`src/rtl/lpm_pkg.sv`:
```
package lpm_pkg;

  // Width used to compare prefix lengths independently of LEN_W.
  localparam int CMP_W = 8;

  // Saturate a requested length at the address width.
  function automatic int unsigned clamp_len(input int unsigned len, input int unsigned width);
    return (len > width) ? width : len;
  endfunction

  // Candidate replaces the current best only when strictly longer,
  // so among equal lengths the earliest (lowest) index is kept.
  function automatic logic beats(input logic have_best,
                                 input logic [CMP_W-1:0] cand_len,
                                 input logic [CMP_W-1:0] best_len);
    return !have_best || (cand_len > best_len);
  endfunction

endpackage

```
`src/rtl/lpm_table.sv`:
```
module lpm_table #(
  parameter int ENTRIES = 16,
  parameter int ADDR_W  = 32,
  parameter int LEN_W   = 6,
  parameter int PORT_W  = 4,
  parameter int IDX_W   = 4
) (
  input  logic                              clk,
  input  logic                              rst_n,
  input  logic                              wr_en,
  input  logic [IDX_W-1:0]                  wr_idx,
  input  logic                              wr_valid,
  input  logic [ADDR_W-1:0]                 wr_prefix,
  input  logic [LEN_W-1:0]                  wr_len,
  input  logic [PORT_W-1:0]                 wr_port,
  output logic [ENTRIES-1:0]                tbl_valid,
  output logic [ENTRIES-1:0][ADDR_W-1:0]    tbl_prefix,
  output logic [ENTRIES-1:0][LEN_W-1:0]     tbl_len,
  output logic [ENTRIES-1:0][PORT_W-1:0]    tbl_port
);

  logic [LEN_W-1:0] len_sat;
  assign len_sat = LEN_W'(lpm_pkg::clamp_len(int'(wr_len), ADDR_W));

  for (genvar i = 0; i < ENTRIES; i++) begin : g_slot
    logic sel;
    assign sel = wr_en && (wr_idx == IDX_W'(i));

    always_ff @(posedge clk or negedge rst_n) begin
      if (!rst_n) begin
        tbl_valid[i]  <= 1'b0;
        tbl_prefix[i] <= '0;
        tbl_len[i]    <= '0;
        tbl_port[i]   <= '0;
      end else if (sel) begin
        tbl_valid[i]  <= wr_valid;
        tbl_prefix[i] <= wr_prefix;
        tbl_len[i]    <= len_sat;
        tbl_port[i]   <= wr_port;
      end
    end
  end

endmodule

```
`src/rtl/lpm_match.sv`:
```
module lpm_match #(
  parameter int ENTRIES = 16,
  parameter int ADDR_W  = 32,
  parameter int LEN_W   = 6
) (
  input  logic [ADDR_W-1:0]              addr,
  input  logic [ENTRIES-1:0]             tbl_valid,
  input  logic [ENTRIES-1:0][ADDR_W-1:0] tbl_prefix,
  input  logic [ENTRIES-1:0][LEN_W-1:0]  tbl_len,
  output logic [ENTRIES-1:0]             hit_vec
);

  // Ones in the top `len` bit positions of an ADDR_W-wide word.
  function automatic logic [ADDR_W-1:0] lead_mask(input logic [LEN_W-1:0] len);
    logic [ADDR_W-1:0] m;
    for (int b = 0; b < ADDR_W; b++) begin
      m[b] = ((b + int'(len)) >= ADDR_W);
    end
    return m;
  endfunction

  for (genvar i = 0; i < ENTRIES; i++) begin : g_cmp
    logic [ADDR_W-1:0] diff;
    assign diff       = (addr ^ tbl_prefix[i]) & lead_mask(tbl_len[i]);
    assign hit_vec[i] = tbl_valid[i] && (diff == '0);
  end

endmodule

```
`src/rtl/lpm_select.sv`:
```
module lpm_select #(
  parameter int ENTRIES = 16,
  parameter int LEN_W   = 6,
  parameter int PORT_W  = 4
) (
  input  logic [ENTRIES-1:0]             hit_vec,
  input  logic [ENTRIES-1:0][LEN_W-1:0]  tbl_len,
  input  logic [ENTRIES-1:0][PORT_W-1:0] tbl_port,
  output logic                           any_hit,
  output logic [PORT_W-1:0]              win_port
);

  logic [lpm_pkg::CMP_W-1:0] best_len;

  always_comb begin
    any_hit  = 1'b0;
    best_len = '0;
    win_port = '0;
    for (int i = 0; i < ENTRIES; i++) begin
      if (hit_vec[i] &&
          lpm_pkg::beats(any_hit, lpm_pkg::CMP_W'(tbl_len[i]), best_len)) begin
        any_hit  = 1'b1;
        best_len = lpm_pkg::CMP_W'(tbl_len[i]);
        win_port = tbl_port[i];
      end
    end
  end

endmodule

```
`src/rtl/lpm_lookup.sv`:
```
module lpm_lookup #(
  parameter int ENTRIES = 16,
  parameter int ADDR_W  = 32,
  parameter int PORT_W  = 4,
  parameter int LEN_W   = $clog2(ADDR_W + 1),
  parameter int IDX_W   = $clog2(ENTRIES)
) (
  input  logic              clk,
  input  logic              rst_n,
  input  logic              wr_en,
  input  logic [IDX_W-1:0]  wr_idx,
  input  logic              wr_valid,
  input  logic [ADDR_W-1:0] wr_prefix,
  input  logic [LEN_W-1:0]  wr_len,
  input  logic [PORT_W-1:0] wr_port,
  input  logic              in_valid,
  output logic              in_ready,
  input  logic [ADDR_W-1:0] in_addr,
  output logic              out_valid,
  input  logic              out_ready,
  output logic              out_hit,
  output logic [PORT_W-1:0] out_port
);

  logic [ENTRIES-1:0]             tbl_valid;
  logic [ENTRIES-1:0][ADDR_W-1:0] tbl_prefix;
  logic [ENTRIES-1:0][LEN_W-1:0]  tbl_len;
  logic [ENTRIES-1:0][PORT_W-1:0] tbl_port;
  logic [ENTRIES-1:0]             hit_vec;
  logic                           any_hit;
  logic [PORT_W-1:0]              win_port;

  // Named pipeline events.
  logic fire_in;
  logic s2_free;
  logic s1_vld;
  logic s1_hit;
  logic [PORT_W-1:0] s1_port;

  lpm_table #(
    .ENTRIES(ENTRIES), .ADDR_W(ADDR_W), .LEN_W(LEN_W),
    .PORT_W(PORT_W), .IDX_W(IDX_W)
  ) u_table (
    .clk(clk), .rst_n(rst_n),
    .wr_en(wr_en), .wr_idx(wr_idx), .wr_valid(wr_valid),
    .wr_prefix(wr_prefix), .wr_len(wr_len), .wr_port(wr_port),
    .tbl_valid(tbl_valid), .tbl_prefix(tbl_prefix),
    .tbl_len(tbl_len), .tbl_port(tbl_port)
  );

  // Compare and select in the acceptance cycle, so the table state
  // of that cycle (before any write in it lands) decides the result.
  lpm_match #(
    .ENTRIES(ENTRIES), .ADDR_W(ADDR_W), .LEN_W(LEN_W)
  ) u_match (
    .addr(in_addr), .tbl_valid(tbl_valid), .tbl_prefix(tbl_prefix),
    .tbl_len(tbl_len), .hit_vec(hit_vec)
  );

  lpm_select #(
    .ENTRIES(ENTRIES), .LEN_W(LEN_W), .PORT_W(PORT_W)
  ) u_select (
    .hit_vec(hit_vec), .tbl_len(tbl_len), .tbl_port(tbl_port),
    .any_hit(any_hit), .win_port(win_port)
  );

  assign s2_free  = !out_valid || out_ready;
  assign in_ready = !s1_vld || s2_free;
  assign fire_in  = in_valid && in_ready;

  always_ff @(posedge clk or negedge rst_n) begin
    if (!rst_n) begin
      s1_vld  <= 1'b0;
      s1_hit  <= 1'b0;
      s1_port <= '0;
    end else if (in_ready) begin
      s1_vld <= in_valid;
      if (in_valid) begin
        s1_hit  <= any_hit;
        s1_port <= win_port;
      end
    end
  end

  always_ff @(posedge clk or negedge rst_n) begin
    if (!rst_n) begin
      out_valid <= 1'b0;
      out_hit   <= 1'b0;
      out_port  <= '0;
    end else if (s2_free) begin
      out_valid <= s1_vld;
      if (s1_vld) begin
        out_hit  <= s1_hit;
        out_port <= s1_port;
      end
    end
  end

endmodule

```
`config.mk`:
```
export PLATFORM = sky130hd
export DESIGN_NAME = lpm_lookup
export DESIGN_NICKNAME = d
export VERILOG_FILES = /design/src/rtl/lpm_pkg.sv /design/src/rtl/lpm_table.sv /design/src/rtl/lpm_match.sv /design/src/rtl/lpm_select.sv /design/src/rtl/lpm_lookup.sv
export SDC_FILE = /design/constraint.sdc
export NUM_CORES = 2
export LEC_CHECK = 0
export ABC_AREA = 1
export BUFFER_PORTS_ARGS = -buffer_cell sky130_fd_sc_hd__buf_2
export CAP_MARGIN = 25
export CORE_MARGIN = 8
export CORE_UTILIZATION = 35
export DETAILED_ROUTE_END_ITERATION = 10
export SYNTH_ARGS = -nofsm -noshare
export SYNTH_HDL_FRONTEND = slang
export SYNTH_HIERARCHICAL = 1
export SYNTH_SLANG_ARGS = --single-unit
```
`constraint.sdc`:
```
create_clock -name clk -period 22.3 [get_ports clk]
set_input_delay 4.46 -clock clk [delete_from_list [all_inputs] [get_ports clk]]
set_output_delay 4.46 -clock clk [all_outputs]
set_load 0.005 [all_outputs]
```
Word-level counts from Yosys, hierarchy flattened

Cells that the tools add are included.

Flip-flop bits (word level): 700
Output and inout port bits: 7

Reduce and logical (&&, ||, !) cells: 100
Order comparisons: 528
Bitwise logic cells: 32
Equal/unequal tests: 15
$add $sub $neg: 496
Multiplexer cells: 48

Operators by type and width:

| cell                                                                   | count |
|---|---|
| 32-bit by 7-bit >= comparator with 1-bit output, second input constant | 496 |
| 5-bit by 6-bit adder with 7-bit output, first input constant           | 256 |
| 4-bit by 6-bit adder with 7-bit output, first input constant           | 128 |
| 32-bit AND                                                             | 16 |
| 32-bit zero test                                                       | 16 |
| 32-bit XOR                                                             | 16 |
| 3-bit by 6-bit adder with 7-bit output, first input constant           | 64 |
| 2-bit by 6-bit adder with 7-bit output, first input constant           | 32 |
| 1-bit by 6-bit adder with 7-bit output, first input constant           | 16 |
| 6-bit >= comparator, second input constant                             | 16 |
| 6-bit two-way mux                                                      | 16 |
| 6-bit > comparator                                                     | 15 |
| 4-bit two-way mux                                                      | 16 |
| 1-bit logical AND                                                      | 47 |
| 4-bit == test, second input constant                                   | 8 |
| 1-bit zero test                                                        | 17 |
| 1-bit logical OR                                                       | 17 |
| 4-bit by 3-bit == test with 1-bit output, second input constant        | 4 |
| 1-bit two-way mux                                                      | 16 |
| 4-bit by 2-bit == test with 1-bit output, second input constant        | 2 |
| 6-bit > comparator, second input constant                              | 1 |
| 4-bit by 1-bit == test with 1-bit output, second input constant        | 1 |
| 4-bit zero test                                                        | 1 |
| 2-bit AND reduction                                                    | 2 |

Depth between registers and ports, before layout

Word-level depth: 66
Depth in mapped cells: 196

Hierarchy

The synthesis kept the hierarchy.

By module, submodules not included:

| module     | sequential area each (um^2) | area an instance (um^2) | instances | cells each |
|---|---|---|---|---|
| lpm_table  | 17216.5                     | 24720.0                 | 1         | 2420 |
| lpm_match  | 0.0                         | 13395.3                 | 1         | 2714 |
| lpm_select | 0.0                         | 4225.3                  | 1         | 750 |
| lpm_lookup | 300.3                       | 483.0                   | 1         | 50 |

Worst setup path before layout

Ideal clock, no wire load.

Path type: input -> register
From: in in_addr[1]
To: reg s1_port[1]
Cell stages on the path: 189
Path buffers: 19
Arrival time: 23.408 ns
Path slack: -1.173 ns
Data required time: 22.235 ns
Cells stage by stage: buf_2 -> buf_2 -> nand2_1 -> nand3b_1 -> o21ai_0 -> nor2_1 -> nand2_1 -> nor2_1 -> nand2_1 -> nor2_1 -> buf_2 -> nand2_1 -> ha_1 -> nand2_1 -> inv_2 -> nand2_1 -> nand2_1 -> nand2_1 -> [153 not listed] -> nand2_1 -> buf_4 -> nor2_1 -> o21bai_2 -> ha_1 -> nand2_1 -> inv_1 -> a221oi_1 -> o21ai_0 -> o21ai_0 -> a21oi_1 -> inv_1 -> o21ai_0 -> inv_1 -> nand2_1 -> nand2_1 -> nand3_1 -> nand2_1

Longest elaborated chain between the ends: 65

RTL lines:

| item                                                   | line             | source |
|---|---|---|
| start, declared                                        | lpm_lookup.sv:18 | `input logic [ADDR_W-1:0] in_addr,` |
| 32-bit XOR *                                           | lpm_match.sv:24  | `assign diff = (addr ^ tbl_prefix[i]) & lead_mask(tbl_len[i]);` |
| 32-bit AND *                                           | lpm_match.sv:24  |  |
| 32-bit zero test *                                     | lpm_match.sv:25  | `assign hit_vec[i] = tbl_valid[i] && (diff == '0);` |
| 1-bit logical AND *                                    | lpm_match.sv:25  |  |
| net hit_vec[0]                                         | lpm_lookup.sv:29 | `logic [ENTRIES-1:0] hit_vec;` |
| 6-bit two-way mux or 1-bit two-way mux (tied branches) | lpm_select.sv:20 | `if (hit_vec[i] &&` |
| 6-bit > comparator or 1-bit zero test (tied branches)  | lpm_pkg.sv:16    | `return !have_best \|\| (cand_len > best_len);` |
| 1-bit logical OR                                       | lpm_pkg.sv:16    |  |
| [51 not listed]                                        | n/a              |  |
| 1-bit logical OR                                       | lpm_pkg.sv:16    |  |
| 1-bit logical AND                                      | lpm_select.sv:20 |  |
| 6-bit two-way mux or 1-bit two-way mux (tied branches) | lpm_select.sv:20 |  |
| 6-bit > comparator or 1-bit zero test (tied branches)  | lpm_pkg.sv:16    |  |
| 1-bit logical OR                                       | lpm_pkg.sv:16    |  |
| 1-bit logical AND                                      | lpm_select.sv:20 |  |
| 4-bit two-way mux *                                    | lpm_select.sv:20 |  |
| net win_port[1]                                        | lpm_lookup.sv:31 | `logic [PORT_W-1:0] win_port;` |
| end signal, assigned                                   | lpm_lookup.sv:80 | `s1_port <= win_port;` |
| end, declared                                          | lpm_lookup.sv:38 | `logic [PORT_W-1:0] s1_port;` |

The timed path passes the listed nets; every way through them passes the cells marked *.
A chain may end at the register's enable or synchronous reset.

Worst setup path in the final report

From: in in_addr[9]
To: reg s1_port[1]

The elaborated chain is that of the path after synthesis.

==> flow_summary.toml <==
[yosys]
synth_cells = 5934
seq_area_frac_synth = 0.409
ys_types = 55
synth.area.top_cells = "dfrtp_1, nand2_1, o21ai_0, xor2_1, inv_1"
async_reset_ff_frac = 1.00
ys.warnings.count = 6
synth_area_leader_cell = "dfrtp_1"
synth_area_um2 = 42800
yosys_register_bits = 700
avgSynthCellArea_um2 = 7.22
synth_edf_count = 0
yosys.area.top_type_share = 0.409
synth_nets = 6106
ys.flop_type = "dfrtp_1"

[worst_setup_path]
critPathRequiredTime_ps = 22850
cp_slowest_stage_delay_ps = 350
critPathSlowestCell = "o21ai_0"
criticalPathCategory = "in -> reg"
crit_path_end_kind = "flop"
worstPathArrival_ps = 23350
worst_setup_path_start_kind = "input pin"
worstPathMaxFanout = 8
crit_top_cell = "nand2_1"
cp.buffers_inverters = 20
critical_path.top_delay_family = "simple AND/OR/NAND/NOR gates"

[power_and_ir_drop]
p_int_mw = 2.90
p_seq_frac = 0.388
leakage_nw = 25.2
p_sw_mw = 1.74
p_per_area_nw_per_um2 = 92.2
ir_drop_mv = 0.0676
p_comb_frac = 0.305
clockPowerShare = 0.307
sw_frac_of_total = 0.376

[outcome]
violations = "negative setup slack"
outcome = "finished, violations left"

[sta]
setup_viol = 4
max_freq_ghz = 0.0439
relSlewSlack = 0.185
finalCritPeriodShare = 1.02
rsz0062_at_grt = "yes"
fin_skew_ps = 34.1
worst_slack_ps = -499
worst_hold_slack_ps = 466
finalHoldViolCount = 0
worstMarginPinSlew_ps = 1220
period_minus_slack_ps = 22800
drv_slew = 0
setup_tns_ps = -1880

[floorplan]
initial_core_util = 0.352
die_w_um = 366
core_area_um2 = 122000
ios = 91
die_y_um = 366
fp.dieArea_um2 = 134000
rows = 128

[clock_network]
h-tree-depth = 3
root_buffer = "clkbuf_16"
insertion_delay_ps = 690
cts_tree = "done"
cts_buffers = 82
clockBufferDepth = 3
clk_pin_slew_ps = 60
cts.sinks = 700

[final_layout]
synthToLayoutAreaGrowth_pct = 17.6
fillerInstances = 12700
final-seq-area_um2 = 17500
drive_gt1_frac = 0.136
multiInputGateArea_um2 = 23300
final_util = 0.414
nNetsFinal = 6297
final_cells = 7824

[drt]
vias = 42000
routed_wirelength_um = 189000
routedWlPerCell_um = 24.1
drc_errors = 0
drt-pass1-iter-count = 6
detail_route.vias_per_cell = 5.37
postRouteAntennaNets = 0
dr.first_iter.drc_count = 5256

[placed_design]
finalWeightedCongestion = 0.966
io_buffers = 90
dpl.hpwl_um = 122000
dp.cells = 7612

[global_routing]
grt_max_degree = 166
track_usage = 0.268
antenna_found_initial = 19
grt_pass1_vias = 38400
grt_remaining_overflow = 0
grt_pass1_wl_um = 269000

[hold_path]
hold_class = "reg -> reg"

[job]
drv_cap = 0
==> worst paths after layout <==
path / start / endpoint / slack [ps] / cells after the start
setup / recovery: in_addr[9] / s1_port[1] / -500 / 170
hold / removal: out_port[3] / out_port[3] / 470 / 2
setup reg to reg: u_table/tbl_len[5] / s1_port[1] / 2420 / 170
hold reg to reg: out_port[3] / out_port[3] / 470 / 2
max in group asynchronous: rst_n / u_table/tbl_prefix[209] / 15160 / 6
min in group asynchronous: rst_n / u_table/tbl_prefix[507] / 3730 / 1
==> repair_timing <==
item / in CTS / in global routing
hold buffers: 0 / 0
endpoints found under the setup margin: 4 / 4
gates resized for setup: 126 / 109
buffers inserted: 30 / 19
pin swaps: 101 / 112
cloned: 8 / 0
==> final cells by class <==
| class | instances | area share |
|---|---|---|
| clock buffers | 121 | 0.0481 |
| diodes | 6 | 0.000298 |
| clock inverters | 31 | 0.00763 |
| inverters | 462 | 0.0345 |
| well taps | 1625 | 0.0404 |
| flip-flops and latches | 700 | 0.348 |
| repair buffers | 397 | 0.0586 |
| multi-input cells | 4482 | 0.463 |
==> tightest hold or removal path, stage by stage (launching register included) <==
cell,delay (ps)
dfrtp_1,330
nand2_1,50
nand2_1,50
==> metrics by stage <==
step | power, mW | cell area [um2] | setup slack, ps
after floorplan | 2.66 | 43300 | -69.0
after global placement | 3.13 | 46100 | -1330
after detailed placement | 3.14 | 46100 | -1730
after CTS | 4.60 | 49600 | -24.7
after global routing | 4.90 | 50300 | -2040
final | 4.64 | 50400 | -499
==> registers in the layout, summed over array words and instances, names as in the netlist <==
| signal | cells |
|---|---|
| u_table/tbl_len | 96 |
| s1_port | 4 |
| out_valid | 1 |
| u_table/tbl_prefix | 512 |
| s1_vld | 1 |
| u_table/tbl_port | 64 |
| s1_hit | 1 |
| out_hit | 1 |
| u_table/tbl_valid | 16 |
| out_port | 4 |
==> routing by layer <==
metal,global-route usage,up-vias,share of wire
li1,-,19400,-
met1,0.364,20000,0.41
met2,0.408,2166,0.43
met3,0.0578,460,0.10
met4,0.123,8,0.054
met5,0,-,0.00031
==> power by group through the flow <==
| stage | Sequential (mW) | Combinational, mW | Clock, mW |
|---|---|---|---|
| floorplan | 1.70 | 0.953 | 0 |
| global placement | 1.80 | 1.33 | 0 |
| detailed placement | 1.81 | 1.33 | 0 |
| CTS | 1.79 | 1.36 | 1.45 |
| global route | 1.83 | 1.58 | 1.49 |
| finish | 1.80 | 1.42 | 1.42 |
==> cells in the mapped netlist, types with 32 or more instances <==
cell and n:
nand2_1 2041, a21oi_1 109, buf_2 109, nand2_2 32
xor2_1 240, dfrtp_1 700, o21ai_1 45, clkbuf_1 140
xnor2_1 169, inv_1 432, o21ai_0 852, nand4_1 56
nor2_1 385, ha_1 88, nand3_1 290
==> logic make-up (layout without fill, tap and decap cells) <==
kind of cell | after synthesis | in the layout | share of synthesized area
buf+inv | 760 | 1011 | 0.0738
xor+xnor | 409 | 409 | 0.0836
other cells | 0 | 6 | 0
fa+ha+maj | 88 | 88 | 0.0257
compound gates | 1092 | 1092 | 0.133
simple gates | 2885 | 2893 | 0.275
flops | 700 | 700 | 0.409
==> layout by cell type (no fill, tap or decap), drive strengths merged <==
| master | count |
|---|---|
| and2 | 5 |
| nand2b | 1 |
| a21oi | 109 |
| xnor2 | 169 |
| nand3 | 297 |
| or3 | 1 |
| o22ai | 2 |
| nor3 | 15 |
| dfrtp | 700 |
| o2111ai | 4 |
| nor2 | 404 |
| ha | 88 |
| o21bai | 15 |
| xor2 | 240 |
| o221ai | 1 |
| clkbuf | 122 |
| o21a | 4 |
| nor4 | 1 |
| nand2 | 2090 |
| a31oi | 13 |
| inv | 454 |
| diode | 6 |
| buf | 396 |
| a32o | 1 |
| o21ai | 904 |
| a21boi | 3 |
| clkinvlp | 5 |
| o31ai | 7 |
| nand3b | 7 |
| a211oi | 2 |
| a41oi | 1 |
| or2 | 15 |
| nand4 | 56 |
| bufinv | 7 |
| nor3b | 1 |
| clkinv | 27 |
| o211ai | 24 |
| a221oi | 1 |
| a31o | 1 |
Note: power is estimated with default switching activity, not from simulation.
